<file path="src/rtl/ptw_pkg.sv">
// Shared definitions for the two-level page table walker.
// Assumes: entries carry the present flag and the writable flag at fixed low bits.
package ptw_pkg;
    localparam int ENT_PRESENT  = 0;
    localparam int ENT_WRITABLE = 1;

    typedef enum logic [1:0] {
        FLT_NONE        = 2'd0,
        FLT_DIR_MISSING = 2'd1,
        FLT_TBL_MISSING = 2'd2,
        FLT_WRITE_PROT  = 2'd3
    } fault_e;

    typedef enum logic [2:0] {
        ST_IDLE,
        ST_DIR_RD,
        ST_DIR_WAIT,
        ST_TBL_RD,
        ST_TBL_WAIT
    } walk_st_e;
endpackage

</file>
<file path="src/rtl/ptw_addr_gen.sv">
// Holds the linear address of the request in flight and the frame of the
// current table level, and forms the byte address of the next entry to read.
// Assumes: entries are 4 bytes and every table starts on a page boundary.
module ptw_addr_gen #(
    parameter int DIR_BITS = 10,
    parameter int TBL_BITS = 10,
    parameter int OFF_BITS = 12,
    localparam int ADDR_W  = DIR_BITS + TBL_BITS + OFF_BITS,
    localparam int FRAME_W = ADDR_W - OFF_BITS
) (
    input  logic               clk,
    input  logic               rst_n,
    input  logic               load_req,
    input  logic [ADDR_W-1:0]  req_addr,
    input  logic [FRAME_W-1:0] root_frame,
    input  logic               load_frame,
    input  logic [FRAME_W-1:0] next_frame,
    input  logic               sel_tbl,
    output logic [ADDR_W-1:0]  entry_addr,
    output logic [OFF_BITS-1:0] page_off
);
    logic [ADDR_W-1:0]  la_q;
    logic [FRAME_W-1:0] frame_q;
    logic [ADDR_W-1:0]  idx_ext;

    // Capture the request address and root frame, then the frame of the table.
    always_ff @(posedge clk) begin
        if (!rst_n) begin
            la_q    <= '0;
            frame_q <= '0;
        end else if (load_req) begin
            la_q    <= req_addr;
            frame_q <= root_frame;
        end else if (load_frame) begin
            frame_q <= next_frame;
        end
    end

    // Pick the index field for the level being read.
    always_comb begin
        if (sel_tbl)
            idx_ext = ADDR_W'(la_q[OFF_BITS+TBL_BITS-1:OFF_BITS]);
        else
            idx_ext = ADDR_W'(la_q[ADDR_W-1:OFF_BITS+TBL_BITS]);
    end

    // The entry address is the table base plus the index times four.
    always_comb begin
        entry_addr = {frame_q, {OFF_BITS{1'b0}}} + (idx_ext << 2);
    end

    assign page_off = la_q[OFF_BITS-1:0];
endmodule

</file>
<file path="src/rtl/ptw_entry_check.sv">
// Decodes the flag bits of one fetched entry and names the fault, if any.
// Assumes: write permission is enforced at the table level only.
module ptw_entry_check
    import ptw_pkg::*;
(
    input  logic   ent_present,
    input  logic   ent_writable,
    input  logic   is_table_level,
    input  logic   access_write,
    output fault_e cause
);
    // Classify the entry as missing, write-protected, or usable.
    always_comb begin
        if (!ent_present)
            cause = is_table_level ? FLT_TBL_MISSING : FLT_DIR_MISSING;
        else if (is_table_level && access_write && !ent_writable)
            cause = FLT_WRITE_PROT;
        else
            cause = FLT_NONE;
    end
endmodule

</file>
<file path="src/rtl/ptw_walk_fsm.sv">
// Steps one walk through the directory read, the table read and the report.
// Assumes: the read data is valid exactly one cycle after each read request.
module ptw_walk_fsm
    import ptw_pkg::*;
#(
    parameter int FRAME_W = 20
) (
    input  logic               clk,
    input  logic               rst_n,
    input  logic               req_valid,
    input  logic               req_write,
    input  fault_e             chk_cause,
    input  logic [FRAME_W-1:0] ent_frame,
    output logic               req_ready,
    output logic               load_req,
    output logic               load_frame,
    output logic               sel_tbl,
    output logic               is_table_level,
    output logic               access_write,
    output logic               mem_rd_en,
    output logic               done,
    output logic               done_fault,
    output fault_e             cause_q,
    output logic [FRAME_W-1:0] res_frame
);
    walk_st_e st;

    // Advance the walk and register the one-cycle result.
    always_ff @(posedge clk) begin
        if (!rst_n) begin
            st           <= ST_IDLE;
            access_write <= 1'b0;
            done         <= 1'b0;
            done_fault   <= 1'b0;
            cause_q      <= FLT_NONE;
            res_frame    <= '0;
        end else begin
            done       <= 1'b0;
            done_fault <= 1'b0;
            cause_q    <= FLT_NONE;
            res_frame  <= '0;
            case (st)
                ST_IDLE: begin
                    if (req_valid) begin
                        access_write <= req_write;
                        st           <= ST_DIR_RD;
                    end
                end
                ST_DIR_RD: st <= ST_DIR_WAIT;
                ST_DIR_WAIT: begin
                    if (chk_cause != FLT_NONE) begin
                        done       <= 1'b1;
                        done_fault <= 1'b1;
                        cause_q    <= chk_cause;
                        st         <= ST_IDLE;
                    end else begin
                        st <= ST_TBL_RD;
                    end
                end
                ST_TBL_RD: st <= ST_TBL_WAIT;
                ST_TBL_WAIT: begin
                    done       <= 1'b1;
                    done_fault <= (chk_cause != FLT_NONE);
                    cause_q    <= chk_cause;
                    if (chk_cause == FLT_NONE)
                        res_frame <= ent_frame;
                    st <= ST_IDLE;
                end
                default: st <= ST_IDLE;
            endcase
        end
    end

    // Decode the strobes for the handshake, the address former and the memory.
    always_comb begin
        req_ready      = (st == ST_IDLE);
        load_req       = (st == ST_IDLE) && req_valid;
        load_frame     = (st == ST_DIR_WAIT) && (chk_cause == FLT_NONE);
        sel_tbl        = (st == ST_TBL_RD);
        is_table_level = (st == ST_TBL_WAIT);
        mem_rd_en      = (st == ST_DIR_RD) || (st == ST_TBL_RD);
    end

    a_r9_read_after_accept: assert property (@(posedge clk) disable iff (!rst_n)
        (req_valid && req_ready) |=> mem_rd_en);
    a_r9_single_cycle_read: assert property (@(posedge clk) disable iff (!rst_n)
        mem_rd_en |=> !mem_rd_en);
    a_r8_busy_not_ready: assert property (@(posedge clk) disable iff (!rst_n)
        mem_rd_en |-> !req_ready);
    a_r10_done_pulse: assert property (@(posedge clk) disable iff (!rst_n)
        done |=> !done);
endmodule

</file>
<file path="src/rtl/ptw_walker.sv">
// Two-level page table walker: accepts one translation at a time, reads the
// directory entry and then the table entry, and reports an address or a fault.
// Assumes: a read port with one-cycle latency and word-aligned byte addresses.
module ptw_walker
    import ptw_pkg::*;
#(
    parameter int DIR_BITS = 10,
    parameter int TBL_BITS = 10,
    parameter int OFF_BITS = 12,
    localparam int ADDR_W  = DIR_BITS + TBL_BITS + OFF_BITS,
    localparam int FRAME_W = ADDR_W - OFF_BITS
) (
    input  logic              clk,
    input  logic              rst_n,
    input  logic [ADDR_W-1:0] root_base,
    input  logic              req_valid,
    output logic              req_ready,
    input  logic [ADDR_W-1:0] req_addr,
    input  logic              req_write,
    output logic              mem_rd_en,
    output logic [ADDR_W-1:0] mem_rd_addr,
    input  logic [ADDR_W-1:0] mem_rd_data,
    output logic              done,
    output logic              done_fault,
    output logic [1:0]        fault_cause,
    output logic [ADDR_W-1:0] phys_addr
);
    logic               load_req, load_frame, sel_tbl, is_table_level, access_write;
    fault_e             chk_cause, cause_q;
    logic [FRAME_W-1:0] res_frame;
    logic [OFF_BITS-1:0] page_off;
    logic               unused_low_bits;

    assign unused_low_bits = ^{root_base[OFF_BITS-1:0], mem_rd_data[OFF_BITS-1:2]};

    ptw_addr_gen #(
        .DIR_BITS(DIR_BITS), .TBL_BITS(TBL_BITS), .OFF_BITS(OFF_BITS)
    ) u_addr (
        .clk        (clk),
        .rst_n      (rst_n),
        .load_req   (load_req),
        .req_addr   (req_addr),
        .root_frame (root_base[ADDR_W-1:OFF_BITS]),
        .load_frame (load_frame),
        .next_frame (mem_rd_data[ADDR_W-1:OFF_BITS]),
        .sel_tbl    (sel_tbl),
        .entry_addr (mem_rd_addr),
        .page_off   (page_off)
    );

    ptw_entry_check u_check (
        .ent_present    (mem_rd_data[ENT_PRESENT]),
        .ent_writable   (mem_rd_data[ENT_WRITABLE]),
        .is_table_level (is_table_level),
        .access_write   (access_write),
        .cause          (chk_cause)
    );

    ptw_walk_fsm #(.FRAME_W(FRAME_W)) u_fsm (
        .clk            (clk),
        .rst_n          (rst_n),
        .req_valid      (req_valid),
        .req_write      (req_write),
        .chk_cause      (chk_cause),
        .ent_frame      (mem_rd_data[ADDR_W-1:OFF_BITS]),
        .req_ready      (req_ready),
        .load_req       (load_req),
        .load_frame     (load_frame),
        .sel_tbl        (sel_tbl),
        .is_table_level (is_table_level),
        .access_write   (access_write),
        .mem_rd_en      (mem_rd_en),
        .done           (done),
        .done_fault     (done_fault),
        .cause_q        (cause_q),
        .res_frame      (res_frame)
    );

    // Present the result only during a successful completion pulse.
    always_comb begin
        fault_cause = cause_q;
        phys_addr   = (done && !done_fault) ? {res_frame, page_off} : '0;
    end

    // a directory-missing report follows a fetched word with bit 0 clear.
    a_r4_dir_miss_cause: assert property (@(posedge clk) disable iff (!rst_n)
        (done && fault_cause == FLT_DIR_MISSING) |-> !$past(mem_rd_data[ENT_PRESENT]));
    // the offset comes from the request accepted five cycles earlier.
    a_r7_offset_passthru: assert property (@(posedge clk) disable iff (!rst_n)
        (done && !done_fault) |-> phys_addr[OFF_BITS-1:0] == $past(req_addr[OFF_BITS-1:0], 5));
    // a write-protect report only ever follows a write request.
    a_r6_wp_on_write: assert property (@(posedge clk) disable iff (!rst_n)
        (done && fault_cause == FLT_WRITE_PROT) |-> $past(req_write, 5));
endmodule

</file>
<file path="config.mk">
export PLATFORM = sky130hd
export DESIGN_NAME = ptw_walker
export DESIGN_NICKNAME = d
export VERILOG_FILES = /design/src/rtl/ptw_pkg.sv /design/src/rtl/ptw_addr_gen.sv /design/src/rtl/ptw_entry_check.sv /design/src/rtl/ptw_walk_fsm.sv /design/src/rtl/ptw_walker.sv
export SDC_FILE = /design/constraint.sdc
export NUM_CORES = 1
export LEC_CHECK = 0
export BUFFER_PORTS_ARGS = -buffer_cell sky130_fd_sc_hd__clkbuf_2
export CAP_MARGIN = 20
export CORE_ASPECT_RATIO = 1.4
export CORE_MARGIN = 1.5
export CORE_UTILIZATION = 48
export DETAILED_ROUTE_END_ITERATION = 7
export GPL_ROUTABILITY_DRIVEN = 0
export PLACE_DENSITY = 0.87
export SLEW_MARGIN = 0
export SYNTH_ARGS = -nofsm -noshare
export SYNTH_HDL_FRONTEND = slang
export SYNTH_SLANG_ARGS = --single-unit
</file>
<file path="constraint.sdc">
create_clock -name clk -period 4.9 [get_ports clk]
set_clock_uncertainty 0.15 [all_clocks]
set_input_delay 0.98 -clock clk [delete_from_list [all_inputs] [get_ports clk]]
set_output_delay 0.98 -clock clk [all_outputs]
set_load 0.005 [all_outputs]
</file>
Word-level counts from Yosys, hierarchy flattened
Cells that the tools add are included.

word-level totals
  flip-flop bits (word level) = 80
  bits in latches = 0
  RAM bits = 0
  bits in read-only memories = 0
  input port bits = 100
  logic and storage cells = 43
  memories = 0

operators by class
  $add $sub $neg = 1
  $mul = 0
  div/mod/pow operators = 0
  $lt $le $gt $ge = 0
  eq/ne operators = 5
  shifts and indexed selects = 0
  multiplexer cells = 15
  bitwise logic cells = 0
  reductions and logical operators = 14

operators with widths
  kind                                                 number
  two-way mux 20 bit                                   2
  adder 32 x 12 -> 32 bit                              1
  two-way mux 32 bit                                   1
  one-hot mux 3 bit (4 select lines)                   1
  two-way mux 10 bit                                   1
  two-way mux 2 bit                                    5
  equality test 3 x 2 -> 1 bit, second input constant  2
  logical AND 1 bit                                    5
  one-hot mux 1 bit (2 select lines)                   2
  one-hot mux 2 bit (2 select lines)                   1
  nonzero test 2 bit                                   2
  equality test 3 x 1 -> 1 bit, second input constant  1
  equality test 3 bit, second input constant           1
  zero test 3 bit                                      1
  two-way mux 3 bit                                    1
  AND reduction 3 bit                                  1
  zero test 1 bit                                      2
  zero test 2 bit                                      1
  != test 2 bit, second input constant                 1
  AND reduction 2 bit                                  1
  logical OR 1 bit                                     1
  two-way mux 1 bit                                    1

Longest topological paths before layout
  word-level depth = 9
  depth in mapped cells = 6

Modules after synthesis
From an unflattened synthesis, not the netlist that was laid out.

unflattened totals
  cell total of the unflattened synthesis = 341
  area, all modules = 3827.4 µm²

by module, submodules not included
  module           instances  cells each  area each (µm²)
  ptw_addr_gen     1          217         2523.7
  ptw_walk_fsm     1          82          918.4
  ptw_walker       1          38          357.8
  ptw_entry_check  1          4           27.5

Least setup slack after synthesis
Ideal clock, no wire load.

  path type = register to output
  start point = register u_fsm.st[2]
  end point = output mem_rd_addr[10]
  arrival = 1249 ps
  required time = 3770 ps
  slack = 2521 ps
  cell stages (with the launch flop) = 5
  path buffers = 2
  path through = dfxtp_1 > buf_6 > nand3b_1 > clkbuf_1 > mux2_2

on the way
  longest elaborated chain between the ends = 3

ends and longest elaborated chain
  what                          RTL line            source
  from (decl)                   ptw_walk_fsm.sv:26  walk_st_e st;
  from (signal assigned)        ptw_walk_fsm.sv:31  st <= ST_IDLE;
  from (signal assigned)        ptw_walk_fsm.sv:46  st <= ST_DIR_RD;
  from (signal assigned)        ptw_walk_fsm.sv:49  ST_DIR_RD: st <= ST_DIR_WAIT;
  equality test 3 x 2 -> 1 bit  ptw_walk_fsm.sv:79  sel_tbl = (st == ST_TBL_RD);
  two-way mux 10 bit            ptw_addr_gen.sv:41  if (sel_tbl)
  adder 32 x 12 -> 32 bit       ptw_addr_gen.sv:49  entry_addr = {frame_q, {OFF_BITS{1'b0}}} + (idx_ext << 2);
  to (decl)                     ptw_walker.sv:21    output logic [ADDR_W-1:0] mem_rd_addr,

No other way between the ends.

Worst setup path after layout
  start point = register u_fsm.st[1]
  end point = output mem_rd_addr[8]

The elaborated chain is that of the path after synthesis.

==> reports/results.tsv <==
metric	value	unit
status	finished, final reports clean	
I/O Buffers	145	
Yosys warning total	0	
post-route ant nets	0	
CP Capture Type	output port	
fin. max-slew vios	0	
total power	1425	uW
clock sink count	80	
grt ovf	0	
#FFs+latches synth	80	
CP Class	flip-flop to output port	
peak supply drop	0.1999	mV
cts repair resizes	0	
vias post-DR	2941	
ys async rst share	0	%
Ant. Diodes	0	
crit path cell chain	nand3b_1 -> mux2_2 -> clkbuf_2	
final net count	590	
Distinct cells, synth	31	
Max Clk Rate	327.2	MHz
GR peak layer	met2	
vias per std cell	5.178	
DR pass1 iterations	4	
Core ar.	0.006525	mm2
Hold Violations, Final	0	
placed inst area	0.003890	mm2
Power Dens Cells	345.8	mW/mm2
Clock H-tree levels	3	
sequential area share after synthesis	49.86	%
Area Growth Syn to Fin	28.28	%
antenna violations before repair	0	
final setup vio count	0	
post-layout min period	3056	ps
routed wire length	7710	um
crit-path max cell delay	540	ps
Avg Inst Size Synth	8.947	um2
setup TNS	0	ps
number of global-route vias before repair	2670	
worst path arrival time	1930	ps
synthesized cell area	0.003212	mm2
CTS tree	yes	
drt wl/cell	13.57	um
initial core utilization	49.22	%
Worst Tran Pin Value	992.1	ps
Synth Flop Type	dfxtp_1	
first-pass GRT wire length	11700	um
CTS Hold Bufs	0	
Finished Cell Area	0.004120	mm2
Setup Buffers After CTS	0	
slowest CP cell	dfxtp_1	
unrepaired setup endpoints after global routing	no	
Clock Latency Late Sink	340	ps
static leakage	0.001938	uW
clock transition at the registers of the reported paths	80	ps
FILL cells	584	
CTS buffer count	9	
relative slew slack	33.56	%
Root Driver	clkbuf_8	
drc violations	0	
final period utilization	62.37	%
number of synthesized flops with an enable pin	0	
met1 usage in global routing	22.67	%
die footprint	0.007198	mm2
DRT iter0 DRCs	146	
Ports	170	
floorplan row count	35	
Required @ worst endpoint	3770	ps
largest net degree at the start of global routing	57	
met2 Use GR	37.32	%
die height	99.79	um
grt met3 use	2.410	%
Gate Count Post-Synth	359	
share of post-route cells with drive strength above 1	38.26	%
Die X	72.14	um
Place WS	1867	ps
Setup WS post-layout	1844	ps
Crit path buffers/inverters	1	
Max Root-Sink Buffers	2	
Detail Placement HPWL	5431	um
Hold Crit Class	flip-flop to flip-flop	
startpoint types	flip-flop	
gr usage total	20.55	%
max cap viols	0	
CP delay by family, top	flip-flops	
crit path max fanout	11	
## per-stage QoR
stage | util [%] | cells | hold WS, ps
after CTS | 62.97 | 567 | 302.7
after global placement | 59.62 | 552 | 284.6
after global routing | 63.14 | 568 | 319.0
after detailed placement | 59.62 | 552 | 291.0
after floorplan | - | 360 | 281.7
final | 63.14 | 568 | 301.5
## Yosys cell counts, types with 2 or more instances
cell      number  area [um2]
nor3_1         3       15.01
buf_2          5       25.02
a21oi_1       47       235.2
mux2i_1        2       20.02
nor2_1         3       11.26
mux2_2        11       123.9
nand2_1       67       251.5
nor2b_1        3       18.77
clkbuf_1      16       60.06
nand3b_1       2       15.01
o221ai_1      17       148.9
buf_4          2       15.01
buf_6          5       56.30
a21oi_2        9       78.83
o21ai_0        3       15.01
inv_1         19       71.32
dfxtp_1       80        1602
and2_1        52       325.3
## layout by cell type (no fill, tap or decap), types with 9 or more instances in the layout
| master | n |
|---|---|
| a21oi_1 | 47 |
| a21oi_2 | 9 |
| and2_1 | 52 |
| clkbuf_2 | 145 |
| clkbuf_8 | 10 |
| dfxtp_1 | 80 |
| inv_1 | 19 |
| mux2_2 | 11 |
| nand2_1 | 67 |
| o221ai_1 | 17 |
## path summary, 6_finish.rpt
path | startpoint | endpoint | slack (ps) | cells past startpoint
setup / recovery | u_fsm.st[1] | mem_rd_addr[8] | 1840 | 3
hold / removal | u_addr.la_q[11] | u_addr.la_q[11] | 300 | 2
setup reg to reg | u_fsm.st[1] | u_addr.frame_q[2] | 2830 | 4
hold reg to reg | u_addr.la_q[11] | u_addr.la_q[11] | 300 | 2
## flip-flops by register name, summed over array words and instances (netlist names)
signal              flops
u_fsm.st                3
u_fsm.access_write      1
u_addr.frame_q         20
u_fsm.res_frame        20
u_fsm.done_fault        1
u_fsm.cause_q           2
u_addr.la_q            32
u_fsm.done              1
## where the power goes
group	leakage, uW	switching, uW	internal (uW)
logic	0.00117	99.9	82.2
clock network	0.000108	234	298
registers	0.000655	21.6	689
total	0.00194	355	1070
## layer usage
metal	vias to the layer above	wire [um]	share of wire (%)
li1	1438	-	-
met1	1378	3157	41
met2	106	3969	51
met3	19	363	4.7
met4	0	220	2.9
met5	-	0	0
## cell type report
cell class	count	area (um2)	area share, %
Sequential cell	80	1602	38.87
Multi-Input combinational cell	231	1380	33.50
Timing Repair Buffer	148	752.0	18.25
Clock buffer	10	137.6	3.340
Tap cell	74	92.59	2.247
Clock inverter	5	81.33	1.974
Inverter	20	75.07	1.822
## worst reg2reg max path: stages (launching register included)
cell	delay, ps
dfxtp_1	540
nand4bb_1	530
buf_6	350
and2_4	260
a21oi_1	190
## cells by family after synthesis
group           synth area share, %
other cells                  0.1168
compound gates                15.35
simple gates                  22.36
flops                         49.86
buf+inv                       7.830
mux                           4.480
Note: power is estimated with default switching activity, not from simulation.
